## config.mk

```make
export PLATFORM = sky130hd
export DESIGN_NAME = dts_ctrl
export DESIGN_NICKNAME = d
export VERILOG_FILES = /design/src/rtl/dts_pkg.sv /design/src/rtl/dts_cand_gen.sv /design/src/rtl/dts_min_sel.sv /design/src/rtl/dts_ctrl.sv
export SDC_FILE = /design/constraint.sdc
export NUM_CORES = 1
export LEC_CHECK = 0
export ABC_AREA = 1
export CORE_ASPECT_RATIO = 1.25
export CORE_MARGIN = 5
export CORE_UTILIZATION = 33
export DETAILED_ROUTE_END_ITERATION = 16
export PLACE_DENSITY_LB_ADDON = 0.05
export SETUP_SLACK_MARGIN = 0.2
export SLEW_MARGIN = 25
export SYNTH_ARGS = -nofsm -noshare
export SYNTH_HDL_FRONTEND = slang
export SYNTH_SLANG_ARGS = --single-unit
```

## constraint.sdc

```tcl
create_clock -name clk_i -period 6.25 [get_ports clk_i]
set_input_delay 0.9375 -clock clk_i [delete_from_list [all_inputs] [get_ports clk_i]]
set_output_delay 0.9375 -clock clk_i [all_outputs]
set_load 0.05 [all_outputs]
```

## src/rtl/dts_pkg.sv

```systemverilog
package dts_pkg;
  localparam int N_SLOT  = 3;
  localparam int N_STEPS = 3;

  typedef enum logic [2:0] {
    ST_IDLE,
    ST_ISSUE,
    ST_WAIT,
    ST_ADV,
    ST_DONE
  } state_e;

  typedef enum logic [1:0] {
    WIN_C,
    WIN_H,
    WIN_V
  } win_e;
endpackage

```

## src/rtl/dts_cand_gen.sv

```systemverilog
module dts_cand_gen
  import dts_pkg::*;
#(
  parameter int RANGE = 7,
  parameter int MV_W  = 4
) (
  input  logic signed [MV_W-1:0]        cen_x_i,
  input  logic signed [MV_W-1:0]        cen_y_i,
  input  logic        [MV_W-1:0]        size_i,
  input  logic                          phase_i,
  input  win_e                          win_i,
  input  logic                          neg_x_i,
  input  logic                          neg_y_i,
  output logic        [N_SLOT*MV_W-1:0] dx_o,
  output logic        [N_SLOT*MV_W-1:0] dy_o,
  output logic        [N_SLOT-1:0]      vld_o
);
  localparam int EW = MV_W + 2;
  localparam logic signed [EW-1:0] LIM = EW'(RANGE);

  logic signed [EW-1:0] cx, cy, sx, sy, sz;
  logic signed [EW-1:0] px [N_SLOT];
  logic signed [EW-1:0] py [N_SLOT];
  logic [N_SLOT-1:0]    want;

  always_comb begin
    cx = EW'(cen_x_i);
    cy = EW'(cen_y_i);
    sz = $signed(EW'(size_i));
    sx = neg_x_i ? -sz : sz;
    sy = neg_y_i ? -sz : sz;
    for (int i = 0; i < N_SLOT; i++) begin
      px[i] = '0;
      py[i] = '0;
    end
    want = '0;
    if (!phase_i) begin
      px[0] = cx;      py[0] = cy;
      px[1] = cx + sx; py[1] = cy;
      px[2] = cx;      py[2] = cy + sy;
      want  = '1;
    end else begin
      // diagonal toward predicted quadrant always follows
      px[1]   = cx + sx;
      py[1]   = cy + sy;
      want[1] = 1'b1;
      unique case (win_i)
        WIN_H: begin px[0] = cx + sx + sx; py[0] = cy; want[0] = 1'b1; end
        WIN_V: begin px[0] = cx; py[0] = cy + sy + sy; want[0] = 1'b1; end
        default: ;
      endcase
    end
  end

  for (genvar g = 0; g < N_SLOT; g++) begin : g_slot
    assign vld_o[g] = want[g] && (px[g] <= LIM) && (px[g] >= -LIM)
                               && (py[g] <= LIM) && (py[g] >= -LIM);
    assign dx_o[g*MV_W +: MV_W] = px[g][MV_W-1:0];
    assign dy_o[g*MV_W +: MV_W] = py[g][MV_W-1:0];
  end
endmodule

```

## src/rtl/dts_min_sel.sv

```systemverilog
module dts_min_sel
  import dts_pkg::*;
#(
  parameter int COST_W = 16,
  parameter int MV_W   = 4
) (
  input  logic                     keep_i,
  input  logic [COST_W-1:0]        inc_cost_i,
  input  logic [MV_W-1:0]          inc_x_i,
  input  logic [MV_W-1:0]          inc_y_i,
  input  logic [N_SLOT*COST_W-1:0] cost_i,
  input  logic [N_SLOT*MV_W-1:0]   dx_i,
  input  logic [N_SLOT*MV_W-1:0]   dy_i,
  input  logic [N_SLOT-1:0]        vld_i,
  output logic [COST_W-1:0]        cost_o,
  output logic [MV_W-1:0]          x_o,
  output logic [MV_W-1:0]          y_o,
  output logic [1:0]               idx_o
);
  logic              found;
  logic [COST_W-1:0] c;
  logic [MV_W-1:0]   x, y;
  logic [1:0]        idx;

  always_comb begin
    found = keep_i;
    c     = inc_cost_i;
    x     = inc_x_i;
    y     = inc_y_i;
    idx   = 2'd3;
    // strict compare: earlier slot / incumbent wins ties
    for (int i = 0; i < N_SLOT; i++) begin
      if (vld_i[i] && (!found || cost_i[i*COST_W +: COST_W] < c)) begin
        found = 1'b1;
        c     = cost_i[i*COST_W +: COST_W];
        x     = dx_i[i*MV_W +: MV_W];
        y     = dy_i[i*MV_W +: MV_W];
        idx   = 2'(i);
      end
    end
    cost_o = c;
    x_o    = x;
    y_o    = y;
    idx_o  = idx;
  end
endmodule

```

## src/rtl/dts_ctrl.sv

```systemverilog
module dts_ctrl
  import dts_pkg::*;
#(
  parameter  int RANGE  = 7,
  parameter  int COST_W = 16,
  localparam int MV_W   = $clog2(RANGE + 1) + 1,
  localparam int PTS_W  = $clog2(N_STEPS * 5 + 1)
) (
  input  logic                     clk_i,
  input  logic                     rst_ni,
  input  logic                     start_i,
  input  logic [MV_W-1:0]          nb_mv_x_i,
  input  logic [MV_W-1:0]          nb_mv_y_i,
  output logic [N_SLOT-1:0]        cand_vld_o,
  output logic [N_SLOT*MV_W-1:0]   cand_dx_o,
  output logic [N_SLOT*MV_W-1:0]   cand_dy_o,
  input  logic                     cost_vld_i,
  input  logic [N_SLOT*COST_W-1:0] cost_i,
  output logic                     done_o,
  output logic [MV_W-1:0]          mv_x_o,
  output logic [MV_W-1:0]          mv_y_o,
  output logic [PTS_W-1:0]         pts_o
);
  localparam int SZ0 = 1 << (N_STEPS - 1);

  state_e            state_q;
  logic [1:0]        step_q;
  logic              phase_q;
  logic              neg_x_q, neg_y_q;
  logic [MV_W-1:0]   cen_x_q, cen_y_q;
  logic [MV_W-1:0]   best_x_q, best_y_q;
  logic [COST_W-1:0] best_cost_q;
  win_e              win_q;
  logic [PTS_W-1:0]  pts_q, pts_out_q;
  logic [MV_W-1:0]   mv_x_q, mv_y_q;

  logic [MV_W-1:0]        size;
  logic [N_SLOT-1:0]      gen_vld;
  logic [N_SLOT*MV_W-1:0] gen_dx, gen_dy;
  logic [COST_W-1:0]      sel_cost;
  logic [MV_W-1:0]        sel_x, sel_y;
  logic [1:0]             sel_idx;

  assign size = MV_W'(SZ0 >> step_q);

  dts_cand_gen #(.RANGE(RANGE), .MV_W(MV_W)) gen_i (
    .cen_x_i (cen_x_q),
    .cen_y_i (cen_y_q),
    .size_i  (size),
    .phase_i (phase_q),
    .win_i   (win_q),
    .neg_x_i (neg_x_q),
    .neg_y_i (neg_y_q),
    .dx_o    (gen_dx),
    .dy_o    (gen_dy),
    .vld_o   (gen_vld)
  );

  dts_min_sel #(.COST_W(COST_W), .MV_W(MV_W)) sel_i (
    .keep_i     (phase_q),
    .inc_cost_i (best_cost_q),
    .inc_x_i    (best_x_q),
    .inc_y_i    (best_y_q),
    .cost_i     (cost_i),
    .dx_i       (gen_dx),
    .dy_i       (gen_dy),
    .vld_i      (gen_vld),
    .cost_o     (sel_cost),
    .x_o        (sel_x),
    .y_o        (sel_y),
    .idx_o      (sel_idx)
  );

  always_ff @(posedge clk_i or negedge rst_ni) begin
    if (!rst_ni) begin
      state_q     <= ST_IDLE;
      step_q      <= '0;
      phase_q     <= 1'b0;
      neg_x_q     <= 1'b0;
      neg_y_q     <= 1'b0;
      cen_x_q     <= '0;
      cen_y_q     <= '0;
      best_x_q    <= '0;
      best_y_q    <= '0;
      best_cost_q <= '0;
      win_q       <= WIN_C;
      pts_q       <= '0;
      pts_out_q   <= '0;
      mv_x_q      <= '0;
      mv_y_q      <= '0;
    end else begin
      unique case (state_q)
        ST_IDLE: if (start_i) begin
          neg_x_q <= nb_mv_x_i[MV_W-1];
          neg_y_q <= nb_mv_y_i[MV_W-1];
          cen_x_q <= '0;
          cen_y_q <= '0;
          step_q  <= '0;
          phase_q <= 1'b0;
          pts_q   <= '0;
          state_q <= ST_ISSUE;
        end
        ST_ISSUE: begin
          if (|gen_vld) begin
            pts_q   <= pts_q + PTS_W'($countones(gen_vld));
            state_q <= ST_WAIT;
          end else begin
            state_q <= ST_ADV;
          end
        end
        ST_WAIT: if (cost_vld_i) begin
          best_cost_q <= sel_cost;
          best_x_q    <= sel_x;
          best_y_q    <= sel_y;
          if (!phase_q) begin
            unique case (sel_idx)
              2'd1:    win_q <= WIN_H;
              2'd2:    win_q <= WIN_V;
              default: win_q <= WIN_C;
            endcase
          end
          state_q <= ST_ADV;
        end
        ST_ADV: begin
          if (!phase_q) begin
            phase_q <= 1'b1;
            state_q <= ST_ISSUE;
          end else if (step_q == 2'(N_STEPS - 1)) begin
            mv_x_q    <= best_x_q;
            mv_y_q    <= best_y_q;
            pts_out_q <= pts_q;
            state_q   <= ST_DONE;
          end else begin
            step_q  <= step_q + 2'd1;
            phase_q <= 1'b0;
            cen_x_q <= best_x_q;
            cen_y_q <= best_y_q;
            state_q <= ST_ISSUE;
          end
        end
        ST_DONE: state_q <= ST_IDLE;
        default: state_q <= ST_IDLE;
      endcase
    end
  end

  assign cand_vld_o = (state_q == ST_ISSUE) ? gen_vld : '0;
  assign cand_dx_o  = gen_dx;
  assign cand_dy_o  = gen_dy;
  assign done_o     = (state_q == ST_DONE);
  assign mv_x_o     = mv_x_q;
  assign mv_y_o     = mv_y_q;
  assign pts_o      = pts_out_q;
endmodule

```

[Yosys cells after proc, flatten, opt, wreduce, memory -nomap -nowiden]
Cells that the tools add are included.
Storage, ports and cells
  flip-flop bits (word level): 58
  input bits: 60
  word-level logic and storage cells: 141
  output and inout port bits: 40
Operators by class
  bitwise operators: 1
  $lt $le $gt $ge: 15
  reduce and logical (&&, ||, !) cells: 36
  add/subtract/negate cells: 9
  shift-type cells: 1
  mux-type cells: 50
  eq/ne operators: 14
Operators by type and width (count)
  16-bit less-than comparator: 3
  16-bit two-way mux: 3
  4-bit two-way mux: 12
  6-bit by 4-bit greater-or-equal comparator with 1-bit output, second input constant: 6
  6-bit by 4-bit less-or-equal comparator with 1-bit output, second input constant: 6
  12-bit two-way mux: 2
  6-bit two-way mux: 4
  4-bit case mux with 2 select lines: 3
  6-bit case mux with 2 select lines: 2
  3-bit two-way mux: 5
  1-bit logical AND: 14
  4-bit by 6-bit adder with 6-bit output: 2
  6-bit adder: 2
  2-bit two-way mux: 6
  3-bit case mux with 4 select lines: 1
  3-bit AND reduction: 4
  2-bit != test, second input constant: 5
  1-bit two-way mux: 9
  2-bit case mux with 2 select lines: 2
  2-bit AND reduction: 4
  2-bit equality test, second input constant: 3
  3-bit by 2-bit equality test with 1-bit output, second input constant: 2
  4-bit negation with 6-bit output: 1
  4-bit by 3-bit adder with 4-bit output: 1
  18 further kinds: 24

[Longest topological paths before layout]
Gate-level depths: netlist of the first run.
  word-level depth: 24
  mapped depth: 58
  mapped depth without buffers: 54

[Cells and area by module]
From an unflattened synthesis of the first run, not the netlist that was laid out.
Unflattened totals
  cell total of the unflattened synthesis: 960
  area total of the unflattened synthesis: 6366.1 µm²
Modules (own cells, without submodules)
  dts_ctrl: times used 1, cells each 309, area each 2726.4 µm², sequential area each 1451.4 µm²
  dts_min_sel: times used 1, cells each 376, area each 2052.0 µm², sequential area each 0.0 µm²
  dts_cand_gen: times used 1, cells each 275, area each 1587.8 µm², sequential area each 0.0 µm²

[Worst setup path after synthesis of the first run]
OpenSTA, ideal clock, no wires.
  path kind: reg-to-reg
  from: register step_q[0]
  to: register best_cost_q[12]
  stages on the path, launching flop included: 48
  period minus slack after synthesis: 7112 ps
  arrival: 6990 ps
  required time: 6129 ps
  setup slack: -862 ps
  path buffers: 5
  library setup time: 121 ps
  path through: dfrtp_1 inv_1 ha_1 nand2_1 o21ai_0 inv_1 fa_1 xor2_1 inv_1 ha_1 a21oi_2 nand2_1 a21oi_1 o21ai_1 nand2_1 nand2_1 nand2_1 nand2_1 [12 not listed] nand2_1 nand2_1 nand2_1 clkbuf_1 clkbuf_1 o21ai_0 ha_1 nand2_1 nor2_1 a211oi_1 o221a_2 nand2_1 nand2_2 nand2_2 buf_6 buf_6 nor2_1 o21ai_1
On the way
  elaborated cells on any way between the ends: 47
  classes of those cells: 5 x add/sub; 12 x order compare; 1 x shift; 12 x mux; 17 x reduce/logical
RTL lines
  from (decl): line dts_ctrl.sv:27  | logic [1:0] step_q;
  from (signal assigned): line dts_ctrl.sv:134  | step_q <= step_q + 2'd1;
  3-bit by 2-bit >> shifter with 4-bit output (*): line dts_ctrl.sv:44  | assign size = MV_W'(SZ0 >> step_q);
  4-bit negation with 6-bit output: line dts_cand_gen.sv:30  | sx = neg_x_i ? -sz : sz;
  6-bit two-way mux (*): line dts_cand_gen.sv:30
  4-bit by 6-bit adder with 6-bit output (*): line dts_cand_gen.sv:39, dts_cand_gen.sv:44
  12-bit two-way mux (*): line dts_cand_gen.sv:37  | if (!phase_i) begin
  named net cand_dx_o[6]: line dts_ctrl.sv:15  | output logic [N_SLOT*MV_W-1:0] cand_dx_o,
  6-bit by 4-bit less-or-equal comparator with 1-bit output: line dts_cand_gen.sv:56  | assign vld_o[g] = want[g] && (px[g] <= LIM) && (px[g] >= -LIM)
  1-bit logical AND: line dts_cand_gen.sv:56
  1-bit logical AND (*): line dts_cand_gen.sv:56
  1-bit logical AND (*) (2 in a row): line dts_cand_gen.sv:57  | && (py[g] <= LIM) && (py[g] >= -LIM);
  1-bit logical AND (*): line dts_min_sel.sv:33  | if (vld_i[i] && (!found || cost_i[i*COST_W +: COST_W] < c)) begin
  16-bit two-way mux / 1-bit two-way mux (equally long branches): line dts_min_sel.sv:33
  16-bit less-than comparator / 1-bit zero test (equally long branches): line dts_min_sel.sv:33
  1-bit logical OR: line dts_min_sel.sv:33
  1-bit logical AND: line dts_min_sel.sv:33
  16-bit two-way mux (*): line dts_min_sel.sv:33
  to (signal assigned): line dts_ctrl.sv:112  | best_cost_q <= sel_cost;
  to (decl): line dts_ctrl.sv:32  | logic [COST_W-1:0] best_cost_q;
The timed path passes the listed nets; every way through them passes the cells marked *.
A chain may end at the register's enable or synchronous reset.

[Final worst setup path of the first run]
  from: register step_q[0]
  to: register best_cost_q[6]
On the way
  cells in the longest elaborated chain, start to end: 22
  elaborated cells on any way between the ends: 47
  classes of those cells: 5 x add/sub; 12 x order compare; 1 x shift; 12 x mux; 17 x reduce/logical
RTL lines
  3-bit by 2-bit >> shifter with 4-bit output (*): line dts_ctrl.sv:44
  4-bit negation with 6-bit output: line dts_cand_gen.sv:30, dts_cand_gen.sv:31
  6-bit two-way mux: line dts_cand_gen.sv:30
  4-bit by 6-bit adder with 6-bit output: line dts_cand_gen.sv:39, dts_cand_gen.sv:44, dts_cand_gen.sv:48
  6-bit adder: line dts_cand_gen.sv:48  | WIN_H: begin px[0] = cx + sx + sx; py[0] = cy; want[0] = 1'b1; end
  6-bit case mux with 2 select lines: line dts_cand_gen.sv:47  | unique case (win_i)
  12-bit two-way mux: line dts_cand_gen.sv:37
  6-bit by 4-bit less-or-equal comparator with 1-bit output: line dts_cand_gen.sv:56
  [6 not listed]
  16-bit less-than comparator / 1-bit zero test (equally long branches): line dts_min_sel.sv:33
  1-bit logical OR: line dts_min_sel.sv:33
  1-bit logical AND: line dts_min_sel.sv:33
  16-bit two-way mux / 1-bit two-way mux (equally long branches): line dts_min_sel.sv:33
  16-bit less-than comparator / 1-bit zero test (equally long branches): line dts_min_sel.sv:33
  1-bit logical OR: line dts_min_sel.sv:33
  1-bit logical AND: line dts_min_sel.sv:33
  16-bit two-way mux (*): line dts_min_sel.sv:33
Mark *: on every way between the ends. The rest lies on a longest branch, timed or not.

==> flow_summary.json, run 1 <==
{
  "slew_violations": 0,
  "cts.sinks": 58,
  "rsz0062_at_grt": "true",
  "fin_cells": 1279,
  "max_stage_delay_ps": 410,
  "dp_cells": 1220,
  "cts_tree": "built",
  "die_y_microns": 155.0,
  "cp.required_ps": 6510,
  "dr.first_iter.drc_count": 305,
  "clk_pin_slew_ps": 60,
  "violations": "setup timing",
  "worstHoldStart": "best_y_q[1]",
  "route.detailed.drc": 0,
  "ys_seq_elements": 58,
  "grt_pass1_wl_mm": 32.05,
  "rr_startpoint": "step_q[0]",
  "synth_edf_count": 0,
  "synth_nets": 963,
  "cap_violations": 0,
  "crit_fanout": 7,
  "antenna_found_initial": 0,
  "area_growth_pct": 62.35,
  "final-setup-viol-count": 26,
  "core_area_sq_um": 16710,
  "slew-limit-headroom": 0.4243,
  "clk_latency_ps": 340,
  "crit_arrival_ps": 6930,
  "r2r_setup_slack_ps": -420,
  "ys_seq_area_frac": 0.2614,
  "vias": 6295,
  "routedWlPerCell_microns": 16.17,
  "hpwlAfterDp_mm": 15.20,
  "io_pins": 100,
  "fin_crit_sh": 1.067,
  "holdPathStages": 2,
  "worstReg2RegEnd": "best_cost_q[6]",
  "start_util": 0.3323,
  "fp.dieArea_sq_um": 19540,
  "placed_cell_area_sq_um": 7569,
  "crit_type": "reg2reg",
  "routed_via_density": 4.922,
  "die_w_microns": 126.0,
  "max_freq_mhz": 149.9,
  "min_to": "best_y_q[1]",
  "cts.path.max_buffers": 2,
  "ys.flop_type": "dfrtp_1",
  "ant_nets": 0,
  "cts-root-buf": "clkbuf_16",
  "layout-drive-gt1-share": 0.2890,
  "drt_pass1_iterations": 5,
  "rows": 53,
  "tightest_slew_ps": 862.6,
  "layout_commonest_cell": "nand2_1",
  "layout_common_cells": "nand2_1 (201), buf_4 (128), inv_1 (105)",
  "first_global_vias": 6610,
  "worstSetupStartpointType": "register",
  "cts_buffers": 9,
  "antenna_cells": 0,
  "fin_ws_ps": -420.1,
  "syn_inst": 825,
  "grt_max_degree": 59,
  "period_minus_slack_ps": 6670,
  "grt.overflow.total": 0,
  "ys_async_sr_fraction": 1.000,
  "port_buffers": 93,
  "synth_top_area_cell": "dfrtp_1",
  "finClkSkew_ps": 9.734,
  "r2r_cells": 48,
  "synth_top_area_frac": 0.2614,
  "synthDistinctLibCells": 40,
  "grt_usage": 0.2038,
  "fin_area_sq_um": 9015,
  "ys_warn_count": 0,
  "synth_area_per_cell_sq_um": 6.731,
  "synth_area_sq_um": 5553,
  "cp_slowest_cell": "dfrtp_1",
  "synthTopCellsByArea": "dfrtp_1 (26%), nand2_1 (17%), ha_1 (16%)",
  "endpoint_kind": "register",
  "gp_congestion": 0.9013,
  "status": "finished with violations",
  "nets": 1192,
  "hp-class": "reg2reg",
  "finalHoldViolCount": 0,
  "htreeDepth": 3,
  "drt_wl_total_mm": 20.68
}
[state kept, by name, indices dropped and copies added (netlist names), 2 cells and up]
signal,cells
best_cost_q,16
best_x_q,4
best_y_q,4
cen_x_q,4
cen_y_q,4
mv_x_o,4
mv_y_o,4
pts_o,4
pts_q,4
state_q,3
step_q,2
win_q,2
[synthesized netlist by cell type, drive strengths merged, types with 2 or more instances]
master  instances
o221a           2
xor2            4
fa              6
buf             6
o22ai          10
o21ai          90
clkbuf         15
nor4            2
o211ai          2
dfrtp          58
ha             72
a211o           2
nor2           60
a21oi          54
nand4           4
nor3           10
inv           117
o31ai           5
a211oi          4
nand3          41
nand2         251
nand3b          2
[worst max-delay path by stage]
stage / slack, ps / endpoint / startpoint
3_3_place_gp: -770 / best_cost_q[7] / step_q[0]
4_1_cts: -310 / best_cost_q[6] / step_q[0]
3_5_place_dp: -860 / best_cost_q[6] / step_q[0]
2_1_floorplan: -150 / best_cost_q[13] / step_q[0]
5_1_grt: -840 / best_x_q[2] / step_q[0]
6_report: -420 / best_cost_q[6] / step_q[0]
[critical path: cells and delay by family (launching register included)]
family                     cells  cell delay, ps
AOI/OAI and AO/OA             12            2150
xor gates and xnor gates       1             160
adders and majority gates      5            1290
buffers and inverters          6             620
DFF                            1             410
and+or+nand+nor               24            1910
[logic make-up (layout without fill, tap and decap cells)]
kind of cell / Yosys count / count (layout) / share of synthesized area
and+or+nand+nor: 372 / 373 / 0.2758
AOI/OAI and AO/OA: 174 / 174 / 0.1737
buffers and inverters: 138 / 371 / 0.09734
adders and majority gates: 78 / 78 / 0.1839
DFF: 58 / 58 / 0.2614
xor gates and xnor gates: 5 / 5 / 0.007886
[cell type report]
class | instances | area (sq um)
fillers | 1636 | 7696
clock buffers | 9 | 225.2
repair buffers | 238 | 2245
clock inverters | 7 | 77.57
multi-input cells | 630 | 4298
inverters | 117 | 442.9
well taps | 220 | 275.3
flip-flops and latches | 58 | 1451
[metrics by stage]
step | hold slack, ps | setup TNS [ps] | worst slack [ps] | utilization
2_1_floorplan | 448.8 | -2937 | -146.2 | -
3_3_place_gp | 466.0 | -18640 | -765.4 | 0.4529
3_5_place_dp | 465.5 | -19420 | -859.2 | 0.4529
4_1_cts | 485.7 | -7173 | -314.0 | 0.5056
5_1_grt | 497.4 | -21200 | -843.5 | 0.5395
6_report | 484.2 | -9967 | -420.1 | 0.5395
[per-layer routing]
| layer | GRT usage | vias to the layer above | routed length [microns] | share of wire |
|---|---|---|---|---|
| li1 | - | 3166 | - | - |
| met4 | 0.07103 | 0 | 679 | 0.033 |
| met5 | 0 | - | 0 | 0 |
| met3 | 0.03400 | 40 | 793 | 0.038 |
| met1 | 0.2327 | 2949 | 8268 | 0.40 |
| met2 | 0.3809 | 140 | 10940 | 0.53 |
[what timing repair did]
action                                  in CTS  in global routing
endpoints found under the setup margin      26                 26
gates cloned                                 5                  4
setup buffers                               23                 11
hold buffers                                 0                  0
pin swaps                                   10                 44
gates resized for setup                     92                 90
Power of run 1 is left out: the tool's default activity adds up to more than one toggle a clock period on the data nets, which glitch-free logic cannot reach.
==> inputs of run 2 (changes only) <==
ABC_CLOCK_PERIOD_IN_PS = 6250   (was default)
CAP_MARGIN = 40   (was default)
==> flow_summary.json, run 2 (synthesis gave the netlist of run 1 again) <==
{
  "layout_commonest_cell": "nand2_1",
  "hpwlAfterDp_mm": 15.20,
  "cp.required_ps": 6510,
  "largest-register": "best_cost_q",
  "finalHoldViolCount": 0,
  "crit_arrival_ps": 6920,
  "cp_slowest_cell": "dfrtp_1",
  "rows": 53,
  "drt_wl_total_mm": 20.74,
  "rr_startpoint": "step_q[0]",
  "layout-drive-gt1-share": 0.2896,
  "clk_latency_ps": 340,
  "r2r_setup_slack_ps": -420,
  "antenna_cells": 0,
  "die_w_microns": 126.0,
  "vias": 6290,
  "htreeDepth": 3,
  "min_to": "best_y_q[1]",
  "max_freq_mhz": 150.0,
  "port_buffers": 93,
  "status": "finished with violations",
  "clk_pin_slew_ps": 60,
  "route.detailed.drc": 0,
  "hp-class": "reg2reg",
  "cts.sinks": 58,
  "die_y_microns": 155.0,
  "fin_ws_ps": -416.2,
  "grt_max_degree": 59,
  "core_area_sq_um": 16710,
  "layout_common_cells": "nand2_1 (201), buf_4 (128), inv_1 (105)",
  "final-setup-viol-count": 26,
  "grt_pass1_wl_mm": 32.05,
  "grt.overflow.total": 0,
  "first_global_vias": 6610,
  "endpoint_kind": "register",
  "worstSetupStartpointType": "register",
  "cts_tree": "built",
  "fin_crit_sh": 1.067,
  "r2r_cells": 48,
  "path_buf_inv": 6,
  "max_stage_delay_ps": 410,
  "drt_pass1_iterations": 4,
  "cts.path.max_buffers": 2,
  "routedWlPerCell_microns": 16.20,
  "crit_family": "compound AO/OA/AOI/OAI gates",
  "rsz0062_at_grt": "true",
  "gp_congestion": 0.9013,
  "routed_via_density": 4.914,
  "period_minus_slack_ps": 6666,
  "crit_type": "reg2reg",
  "fillers": 1634,
  "holdPathStages": 2,
  "worstHoldStart": "best_y_q[1]",
  "largest_reg_flops": 16,
  "antenna_found_initial": 0,
  "worstReg2RegEnd": "best_cost_q[6]",
  "nets": 1193,
  "cts_buffers": 9,
  "path_depth": 48,
  "start_util": 0.3323,
  "tightest_slew_ps": 866.3,
  "dr.first_iter.drc_count": 287,
  "fp.dieArea_sq_um": 19540,
  "setup_tns_ps": -10050,
  "area_growth_pct": 62.71,
  "io_pins": 100,
  "violations": "setup timing",
  "slew_violations": 0,
  "cts_hold_buffers": 0,
  "finClkSkew_ps": 9.940,
  "cts-root-buf": "clkbuf_16",
  "slew-limit-headroom": 0.4218,
  "cap_violations": 0,
  "ant_nets": 0,
  "grt_usage": 0.2038,
  "crit_fanout": 7
}
==> run 2: changes by cell type in the layout (fill, tap and decap cells not counted), sizes merged <==
cell / previous run / this run
buf: 143 / 144
==> run 2: repair_timing <==
action                                  in CTS  in global routing
setup buffers                               23                 11
gates cloned                                 5                  4
pin swaps                                   10                 44
gates resized for setup                     92                 90
endpoints found under the setup margin      26                 26
==> run 2: worst min-delay path: stages (launching register included) <==
cell     delay [ps]
dfrtp_1         350
nand2_1          50
nand2_1          50
==> run 2: worst max-delay path by stage <==
stage	startpoint	endpoint	slack (ps)
after floorplan	step_q[0]	best_cost_q[13]	-150
after global placement	step_q[0]	best_cost_q[7]	-770
after detailed placement	step_q[0]	best_cost_q[6]	-860
after CTS	step_q[0]	best_cost_q[6]	-310
after global routing	step_q[0]	best_x_q[2]	-840
final	step_q[0]	best_cost_q[6]	-420
==> run 2: area by class of cell <==
| cell class | instances | area (sq um) | area share |
|---|---|---|---|
| clock buffers | 9 | 225.2 | 0.02493 |
| clock inverters | 7 | 77.57 | 0.008586 |
| inverters | 117 | 442.9 | 0.04902 |
| multi-input cells | 630 | 4298 | 0.4757 |
| flip-flops and latches | 58 | 1451 | 0.1606 |
| well taps | 220 | 275.3 | 0.03047 |
| repair buffers | 239 | 2265 | 0.2507 |
==> run 2: through the flow <==
stage                     cell area, sq um  hold WS (ps)  worst slack [ps]  cells    util
final                                 9035         484.2            -416.2   1280  0.5407
after global routing                  9035         497.4            -843.5   1280  0.5407
after CTS                             8449         485.7            -314.0   1264  0.5056
after detailed placement              7569         465.5            -859.2   1220  0.4529
after global placement                7569         466.0            -765.4   1220  0.4529
after floorplan                       5736         448.8            -146.2    825       -
==> run 2: per-layer routing <==
layer  share of wire  routed length [microns]  vias up  track usage
met5               0                        0        -            0
met4           0.032                      669        0      0.07103
met3           0.038                      780       38      0.03400
met2            0.53                    10920      131       0.3809
met1            0.40                     8368     2956       0.2327
li1                -                        -     3165            -
Power of run 2 is left out for the same reason.
